[src/rtl/booth_mul_pkg.sv]
package booth_mul_pkg;
  typedef enum logic [1:0] {
    OP_HOLD = 2'd0,
    OP_ADD  = 2'd1,
    OP_SUB  = 2'd2
  } booth_op_e;

  // pair = {multiplier LSB, previously shifted-out bit}
  function automatic booth_op_e booth_decode(input logic [1:0] pair);
    case (pair)
      2'b01:   return OP_ADD;
      2'b10:   return OP_SUB;
      default: return OP_HOLD;
    endcase
  endfunction
endpackage

[src/rtl/booth_mul_step.sv]
module booth_mul_step
  import booth_mul_pkg::*;
#(
  parameter int WIDTH = 8
) (
  input  logic [WIDTH:0]   acc_i,
  input  logic [WIDTH-1:0] mplr_i,
  input  logic             tail_i,
  input  logic [WIDTH:0]   mcand_i,
  output logic [WIDTH:0]   acc_o,
  output logic [WIDTH-1:0] mplr_o,
  output logic             tail_o
);
  booth_op_e      op;
  logic [WIDTH:0] sum;

  always_comb begin
    op = booth_decode({mplr_i[0], tail_i});
    case (op)
      OP_ADD:  sum = acc_i + mcand_i;
      OP_SUB:  sum = acc_i - mcand_i;
      default: sum = acc_i;
    endcase
    // arithmetic right shift of {sum, multiplier, tail}
    acc_o  = {sum[WIDTH], sum[WIDTH:1]};
    mplr_o = {sum[0], mplr_i[WIDTH-1:1]};
    tail_o = mplr_i[0];
  end
endmodule

[src/rtl/booth_mul_ctrl.sv]
module booth_mul_ctrl #(
  parameter int WIDTH = 8
) (
  input  logic clk,
  input  logic rst,
  input  logic start_i,
  output logic accept_o,
  output logic busy_o,
  output logic last_o,
  output logic done_o
);
  localparam int CNT_W = $clog2(WIDTH + 1);

  logic [CNT_W-1:0] count_q;
  logic             busy_q;
  logic             done_q;

  assign accept_o = start_i && !busy_q;
  assign busy_o   = busy_q;
  assign last_o   = busy_q && (count_q == CNT_W'(1));
  assign done_o   = done_q;

  always_ff @(posedge clk) begin
    if (rst) begin
      count_q <= '0;
      busy_q  <= 1'b0;
      done_q  <= 1'b0;
    end else begin
      done_q <= last_o;
      if (accept_o) begin
        count_q <= CNT_W'(WIDTH);
        busy_q  <= 1'b1;
      end else if (busy_q) begin
        count_q <= count_q - CNT_W'(1);
        if (last_o) busy_q <= 1'b0;
      end
    end
  end

  AST_DONE_PULSE: assert property (@(posedge clk) disable iff (rst)
    done_q |=> !done_q);

  AST_DONE_AFTER_RUN: assert property (@(posedge clk) disable iff (rst)
    done_q |-> ($past(busy_q) && !busy_q));

  AST_COUNT_LIVE: assert property (@(posedge clk) disable iff (rst)
    busy_q |-> (count_q != '0));
endmodule

[src/rtl/booth_mul_seq.sv]
module booth_mul_seq #(
  parameter int WIDTH = 8
) (
  input  logic               clk,
  input  logic               rst,
  input  logic               start_i,
  input  logic [WIDTH-1:0]   op_a_i,
  input  logic [WIDTH-1:0]   op_b_i,
  output logic               done_o,
  output logic [2*WIDTH-1:0] product_o
);
  localparam int PW = 2 * WIDTH;

  logic accept, busy, last;

  logic [WIDTH:0]   acc_q, acc_n, mcand_q;
  logic [WIDTH-1:0] mplr_q, mplr_n;
  logic             tail_q, tail_n;
  logic [PW-1:0]    product_q;

  booth_mul_ctrl #(.WIDTH(WIDTH)) u_ctrl (
    .clk(clk), .rst(rst), .start_i(start_i),
    .accept_o(accept), .busy_o(busy), .last_o(last), .done_o(done_o)
  );

  booth_mul_step #(.WIDTH(WIDTH)) u_step (
    .acc_i(acc_q), .mplr_i(mplr_q), .tail_i(tail_q), .mcand_i(mcand_q),
    .acc_o(acc_n), .mplr_o(mplr_n), .tail_o(tail_n)
  );

  always_ff @(posedge clk) begin
    if (rst) begin
      acc_q     <= '0;
      mplr_q    <= '0;
      tail_q    <= 1'b0;
      mcand_q   <= '0;
      product_q <= '0;
    end else if (accept) begin
      acc_q   <= '0;
      mplr_q  <= op_b_i;
      tail_q  <= 1'b0;
      mcand_q <= {op_a_i[WIDTH-1], op_a_i};
    end else if (busy) begin
      acc_q  <= acc_n;
      mplr_q <= mplr_n;
      tail_q <= tail_n;
      if (last) product_q <= {acc_n[WIDTH-1:0], mplr_n};
    end
  end

  assign product_o = product_q;

  AST_MCAND_HELD: assert property (@(posedge clk) disable iff (rst)
    busy |=> $stable(mcand_q));

  AST_PRODUCT_HELD: assert property (@(posedge clk) disable iff (rst)
    !done_o |-> $stable(product_o));
endmodule

[config.mk]
export PLATFORM = sky130hd
export DESIGN_NAME = booth_mul_seq
export DESIGN_NICKNAME = d
export VERILOG_FILES = /design/src/rtl/booth_mul_pkg.sv /design/src/rtl/booth_mul_step.sv /design/src/rtl/booth_mul_ctrl.sv /design/src/rtl/booth_mul_seq.sv
export SDC_FILE = /design/constraint.sdc
export NUM_CORES = 1
export LEC_CHECK = 0
export BUFFER_PORTS_ARGS = -buffer_cell sky130_fd_sc_hd__buf_4
export CAP_MARGIN = 10
export CORE_ASPECT_RATIO = 1.75
export CORE_MARGIN = 8
export CORE_UTILIZATION = 40
export DETAILED_ROUTE_END_ITERATION = 8
export PLACE_DENSITY = 0.64
export REMOVE_ABC_BUFFERS = 1
export SLEW_MARGIN = 15
export SYNTH_ARGS = -nofsm -noshare
export SYNTH_HDL_FRONTEND = slang
export SYNTH_SLANG_ARGS = --single-unit
export TNS_END_PERCENT = 10
[constraint.sdc]
create_clock -name clk -period 3.74 [get_ports clk]
set_input_delay 0.935 -clock clk [delete_from_list [all_inputs] [get_ports clk]]
set_output_delay 0.935 -clock clk [all_outputs]
set_load 0.02 [all_outputs]
==> results.tsv, run 1 <==
stage	metric	value	unit
power	Leakage	1.19	nW
worst_setup_path	CP arrival	3.01	ns
worst_hold_path	Hold Startpoint	product_o[10]$_SDFFE_PP0P_	
worst_hold_path	Worst Hold Class	flop to flop	
sta	Final Hold Viols	0	
worst_setup_path	Crit-path slowest cell	or4_1	
final_layout	register area	941	um2
floorplan	I/O pins	36	
worst_setup_path	Setup crit end kind	flop	
synth	synth unique cells	44	
synth	Syn Inst Count	280	
worst_setup_path	reg2reg path depth	11	
synth	Synth async-reset ratio	0	%
sta	final hold slack	0.465	ns
final_layout	Area growth, synth to finish	18.9	%
synth	top post-synthesis cells by area	dfxtp_1 (40%), ha_1 (6.3%), a21oi_1 (5.5%)	
final_layout	multi-input logic area	0.00132	mm2
clock_network	CTS Buf Count	5	
sta	final setup fails	0	
drt	routed length on met2	3290	um
clock_network	CTS tree	built	
worst_setup_path	Most common cell on crit path	ha_1	
worst_setup_path	Max stage delay on crit path	0.48	ns
power	Worst IR Drop VDD	0.358	mV
drt	Met1 Wirelength	2370	um
synth	top-count cell post-synth	dfxtp_1	
synth	Syn Area/Cell	8.49	um2
sta	Final period util	75.1	%
grt	first-pass GRT wire length	9940	um
sta	final setup margin	0.933	ns
sta	RSZ-0062 raised after global routing	no	
sta	final clock skew	0.00276	ns
synth	synthesized flop and latch total	47	
synth	Most used DFF post-synth	dfxtp_1	
synth	Synth top area share	39.6	%
sta	worst-margin pin slew	0.640	ns
grt	largest net degree at the start of global routing	37	
floorplan	Initial Util	40.7	%
sta	max-slew violation count	0	
synth	number of flops mapped to enable cells by yosys	0	
synth	top cells by count, synth	dfxtp_1 (47), nor2_1 (34), nand2_1 (30)	
drt	via count	2082	
floorplan	core area	0.00583	mm2
worst_setup_path	Setup crit start kind	flop	
synth	Synth area leader	dfxtp_1	
power	PD cells	427	mW/mm2
drt	vias per inst	5.32	
drt	final wirelength	6070	um
placement	Final HPWL DP	4560	um
clock_network	CTS sink count	47	
worst_setup_path	Worst Setup SP	mcand_q[0]$_SDFFE_PP0P_	
run	max cap viols	0	
clock_network	Setup Buffers After CTS	0	
worst_setup_path	Reg2Reg Setup Slack	0.93	ns
worst_setup_path	crit path max fanout	5	
worst_setup_path	Worst EP required	3.94	ns
sta	setup_tns	0	ns
drt	number of routed nets with antenna violations	0	
final_layout	n_diodes	0	
grt	vias in the first global route	2157	
synth	register area share after synthesis	39.6	%
final_layout	Fill cells	605	
placement	port bufs	35	
sta	Final min period	2.81	ns
clock_network	Reg clk slew, reported paths	0.09	ns
drt	drt first-iter violations	121	
worst_setup_path	R2R Path End	acc_q[6]$_SDFFE_PP0P_	
floorplan	Die Y	118	um
final_layout	post-layout net count	344	
floorplan	die area	0.00876	mm2
worst_setup_path	Cell Chain, Critical Path	inv_1 -> ha_1 -> nor3b_1 -> nor2_1 -> xnor2_1 -> ha_1 -> o211a_1 -> o31a_1 -> or4_1 -> o311ai_1 -> o31ai_1	
placement	placer congestion estimate	0.909	
drt	DRC	0	
run_status	status	finished clean	
grt	gr usage total	14.6	%
worst_setup_path	Setup CP Type	flop to flop	
drt	Detail Route met3 WL	208	um
drt	WL/cell	15.5	um
clock_network	Clock Tree Buf Depth	2	
clock_network	H-tree levels	2	
grt	initial antenna violation count	0	
floorplan	Die X-Extent	74.3	um
sta	Slew HR	57.3	%
clock_network	CTS Hold Bufs	0	
worst_setup_path	FF-to-FF Start	mcand_q[0]$_SDFFE_PP0P_	
synth	Post-Syn Area	0.00238	mm2
drt	Initial DRT Pass Iterations	4	
clock_network	Clock Tree Root	clkbuf_8	
worst_hold_path	Hold Path Sink	product_o[10]$_SDFFE_PP0P_	
final_layout	layout cells sized above 1	17.6	%
clock_network	Worst-Skew Late Latency	0.31	ns
sta	Fmax	356	MHz
worst_hold_path	hold depth	2	
floorplan	# rows	37	
grt	total grt overflow	0	
synth	yosys warns	0	
placement	setup slack after placement	0.950	ns
clock_network	post-CTS sizing	0	
drt	uppermost routed layer	met4	
-- routing by layer --
layer	up-vias	GRT usage, %
met3	13	3.58
met1	987	14.5
li1	1040	-
met2	42	25.7
met4	0	8.89
met5	-	0
-- worst max-delay path by stage --
stage / end / slack (ns) / depth (start not counted)
4_1_cts: acc_q[6]$_SDFFE_PP0P_ / 0.92 / 11
6_report: acc_q[6]$_SDFFE_PP0P_ / 0.93 / 11
5_1_grt: acc_q[6]$_SDFFE_PP0P_ / 0.67 / 11
3_3_place_gp: acc_q[6]$_SDFFE_PP0P_ / 1.03 / 11
2_1_floorplan: acc_q[6]$_SDFFE_PP0P_ / 1.15 / 11
3_5_place_dp: acc_q[6]$_SDFFE_PP0P_ / 0.95 / 11
-- registers in the layout, indices dropped and copies added (netlist names) --
| signal | count |
|---|---|
| product_o | 16 |
| mplr_q | 8 |
| u_ctrl.count_q | 4 |
| u_ctrl.done_o | 1 |
| u_ctrl.busy_o | 1 |
| acc_q | 8 |
| tail_q | 1 |
| mcand_q | 8 |
-- layout make-up --
type                            instances  share of cell area, %
Multi-Input combinational cell        205                   46.9
Sequential cell                        47                   33.3
Timing Repair Buffer                   39                   10.4
Tap cell                               78                   3.45
Clock buffer                            6                   2.92
Inverter                               14                   1.86
Clock inverter                          2                   1.24
-- critical path: cells and delay by family (launching register included) --
family | cells | cell delay (ns)
xor+xnor | 1 | 0.14
compound gates | 4 | 0.68
simple gates | 3 | 0.97
buf+inv | 1 | 0.07
flops | 1 | 0.35
fa+ha+maj | 2 | 0.49
-- stage by stage --
step	utilization, %	total power [mW]	std cells	cell area [um2]
6_report	48.4	1.21	391	2830
5_1_grt	48.4	1.26	391	2830
4_1_cts	48.4	1.21	391	2830
3_5_place_dp	46.4	0.820	383	2710
3_3_place_gp	46.4	0.817	383	2710
2_1_floorplan	-	0.740	266	2320
-- cell usage in the layout, fill, tap and decap left out, types with 4 or more instances in the layout --
cell / Yosys / final
a211oi_1: 6 / 6
a21oi_1: 26 / 26
a22o_1: 9 / 9
a32oi_1: 4 / 4
buf_4: 0 / 39
clkbuf_8: 0 / 6
dfxtp_1: 47 / 47
ha_1: 12 / 12
inv_1: 14 / 14
mux2i_1: 13 / 13
nand2_1: 30 / 30
nand3_1: 5 / 5
nor2_1: 34 / 34
nor3_1: 5 / 5
o21ai_0: 14 / 14
xnor2_1: 10 / 10
-- logic make-up (layout without fill, tap and decap cells) --
family | after synthesis | count (layout) | share of synthesized area [%]
flops | 47 | 47 | 39.6
simple gates | 90 | 90 | 17.0
mux | 16 | 16 | 6.90
buf+inv | 28 | 61 | 4.69
fa+ha+maj | 13 | 13 | 7.16
xor+xnor | 13 | 13 | 4.79
compound gates | 73 | 73 | 19.9
-- report_power, final --
group	internal (mW)	leakage, nW	switching [mW]
combinational	0.115	0.744	0.152
clock	0.216	0.0612	0.179
sequential	0.521	0.383	0.0210
(Power assumes the default switching activity.)
==> run 2, diff against run 1 <==
clock period = 2.6 ns   (was 3.74 ns; I/O delays follow)
==> run 2 against run 1 <==
Net effect: via count rose by 2.5%; die area unchanged; largest cell class unchanged; non-clock buffer count grew 16; combinational power increased by 70%; sequential power is 44% higher; worst hold slack worse by 0.0076 ns; core utilization up 3.0 points; total power is 47% higher; sequential share of layout area is 1.9 points lower; final cell count increased by 3.8%; first-iteration DRC count fell by 3.3%.
==> results.tsv, run 2 (synthesis results as in run 1) <==
stage	metric	value	unit	change
final_layout	post-layout net count	360		was 344
final_layout	Largest register FFs	16		unchanged
final_layout	commonest non-fill, non-tap cell in the layout	buf_4		was dfxtp_1
clock_network	CTS tree	built		unchanged
final_layout	final core occ	51.5	%	was 48.4%
worst_setup_path	Setup crit start kind	flop		unchanged
sta	worst-margin pin slew	0.660	ns	was 0.640 ns
worst_setup_path	Cell Chain, Critical Path	inv_1 -> ha_2 -> mux2i_2 -> ha_1 -> nor2b_1 -> o31a_1 -> or4_4 -> o311ai_2 -> o21ai_1		was inv_1 -> ha_1 -> nor3b_1 -> nor2_1 -> xnor2_1 -> ha_1 -> o211a_1 -> o31a_1 -> or4_1 -> o311ai_1 -> o31ai_1
placement	placer congestion estimate	0.871		was 0.909
floorplan	# rows	37		unchanged
grt	largest net degree at the start of global routing	30		was 37
sta	Slew HR	56.0	%	was 57.3%
sta	Final Hold Viols	0		unchanged
final_layout	n_diodes	0		unchanged
drt	Initial DRT Pass Iterations	5		was 4
run_status	status	finished clean		unchanged
floorplan	die area	0.00876	mm2	unchanged
clock_network	Clock Tree Buf Depth	2		unchanged
worst_setup_path	worst path bufs/invs	1		unchanged
placement	Final HPWL DP	4580	um	was 4560 um
drt	drt first-iter violations	117		was 121
floorplan	I/O pins	36		unchanged
worst_setup_path	WP depth	9		was 11
grt	gr usage total	14.8	%	was 14.6%
clock_network	CTS Hold Bufs	0		unchanged
placement	DP Cell Count	397		was 383
worst_setup_path	FF-to-FF Start	tail_q$_SDFFE_PP0P_		was mcand_q[0]$_SDFFE_PP0P_
clock_network	Reg clk slew, reported paths	0.09	ns	about the same
sta	setup_tns	0	ns	unchanged
floorplan	Die Y	118	um	unchanged
grt	total grt overflow	0		unchanged
sta	max-slew violation count	0		unchanged
final_layout	commonest non-fill, non-tap cells in the layout	buf_4 (55), dfxtp_1 (46), nor2_1 (32)		was dfxtp_1 (47), buf_4 (39), nor2_1 (34)
final_layout	Area growth, synth to finish	26.3	%	was 18.9%
worst_setup_path	Crit-path slowest cell	or4_4		was or4_1
drt	via count	2134		was 2082
clock_network	Worst-Skew Late Latency	0.30	ns	was 0.31 ns
worst_setup_path	crit path max fanout	5		unchanged
sta	Final period util	96.5	%	was 75.1%
drt	final wirelength	6290	um	was 6070 um
drt	WL/cell	15.5	um	about the same
final_layout	non-filler instance count after layout	406		was 391
worst_setup_path	Reg2Reg Setup Slack	0.09	ns	was 0.93 ns
final_layout	Finished Cell Area	0.00300	mm2	was 0.00283 mm2
sta	final setup fails	0		unchanged
sta	Fmax	398	MHz	was 356 MHz
drt	vias per inst	5.26		was 5.32
floorplan	core area	0.00583	mm2	unchanged
drt	DRC	0		unchanged
worst_setup_path	crit path to	product_o[14]$_SDFFE_PP0P_		was acc_q[6]$_SDFFE_PP0P_
sta	final clock skew	0.00561	ns	was 0.00276 ns
worst_hold_path	Worst Hold Class	flop to flop		unchanged
run	max cap viols	0		unchanged
worst_setup_path	Worst EP required	2.79	ns	was 3.94 ns
drt	number of routed nets with antenna violations	0		unchanged
sta	RSZ-0062 raised after global routing	yes		was no
grt	first-pass GRT wire length	10300	um	was 9940 um
worst_setup_path	Max stage delay on crit path	0.48	ns	about the same
grt	initial antenna violation count	0		unchanged
power	Worst IR Drop VDD	0.451	mV	was 0.358 mV
final_layout	layout cells sized above 1	25.3	%	was 17.6%
worst_setup_path	Setup crit end kind	flop		unchanged
clock_network	CTS sink count	47		unchanged
worst_setup_path	R2R Path End	product_o[14]$_SDFFE_PP0P_		was acc_q[6]$_SDFFE_PP0P_
placement	port bufs	35		unchanged
sta	Final min period	2.51	ns	was 2.81 ns
power	PD cells	592	mW/mm2	was 427 mW/mm2
floorplan	Die X-Extent	74.3	um	unchanged
worst_setup_path	delay-heaviest family, CP	simple AND/OR/NAND/NOR gates		unchanged
worst_setup_path	reg2reg path depth	9		was 11
worst_hold_path	Hold Startpoint	product_o[10]$_SDFFE_PP0P_		unchanged
worst_setup_path	Worst Setup SP	tail_q$_SDFFE_PP0P_		was mcand_q[0]$_SDFFE_PP0P_
placement	Cell Area, Placed	0.00281	mm2	was 0.00271 mm2
worst_setup_path	CP arrival	2.70	ns	was 3.01 ns
clock_network	H-tree levels	2		unchanged
floorplan	Initial Util	40.7	%	unchanged
power	Power Total	1.78	mW	was 1.21 mW
grt	vias in the first global route	2147		was 2157
clock_network	CTS Buf Count	5		unchanged
clock_network	Clock Tree Root	clkbuf_8		unchanged
worst_setup_path	Setup CP Type	flop to flop		unchanged
power	Leakage	1.27	nW	was 1.19 nW
run 2: cell types whose count changed in the layout (fill, tap and decap cells not counted), sizes merged:
cell,change
clkbuf,-1
clkinv,-1
clkinvlp,+1
buf,+16
run 2: layout make-up:
class	count	area, um2
Multi-Input combinational cell	205	1390
Fill cell	581	2830
Inverter	14	52.6
Clock buffer	5	68.8
Timing Repair Buffer	55	413
Sequential cell	47	942
Tap cell	78	97.6
Clock inverter	2	37.5
run 2: timing repair:
| item | CTS | global route |
|---|---|---|
| pin swaps | 0 | 4 |
| hold endpoints to repair | 0 | 0 |
| endpoints found under the setup margin | 6 | 6 |
| setup buffers | 0 | 2 |
| resized for setup | 5 | 11 |
run 2: worst min-delay path by stage:
stage / slack (ns) / depth (start not counted) / endpoint
global route: 0.50 / 1 / product_o[0]$_SDFFE_PP0P_
finish: 0.46 / 2 / product_o[10]$_SDFFE_PP0P_
global placement: 0.44 / 2 / product_o[10]$_SDFFE_PP0P_
CTS: 0.47 / 2 / product_o[10]$_SDFFE_PP0P_
floorplan: 0.46 / 2 / tail_q$_SDFFE_PP0P_
detailed placement: 0.44 / 2 / product_o[10]$_SDFFE_PP0P_
run 2: power by group:
group          switching, mW  leakage [nW]  internal [mW]
combinational          0.236         0.840          0.218
clock                  0.256        0.0502          0.281
sequential            0.0329         0.383          0.750
run 2: worst min-delay path: stages, from the launching register on:
cell	delay, ns
dfxtp_1	0.34
nand2_1	0.04
o21ai_0	0.05
run 2: per-stage QoR:
| step | hold WS [ns] | setup slack, ns |
|---|---|---|
| 2_1_floorplan | 0.460 | 0.0105 |
| 4_1_cts | 0.465 | 0.0344 |
| 3_3_place_gp | 0.439 | -0.0888 |
| 6_report | 0.457 | 0.0898 |
| 3_5_place_dp | 0.444 | -0.119 |
| 5_1_grt | 0.500 | -0.0601 |
run 2: layer usage:
layer	track usage, %	wire length (um)	vias to the layer above
li1	-	-	1076
met5	0	0	-
met1	16.4	2530	1002
met3	2.73	178	13
met4	5.56	149	0
met2	26.3	3430	43
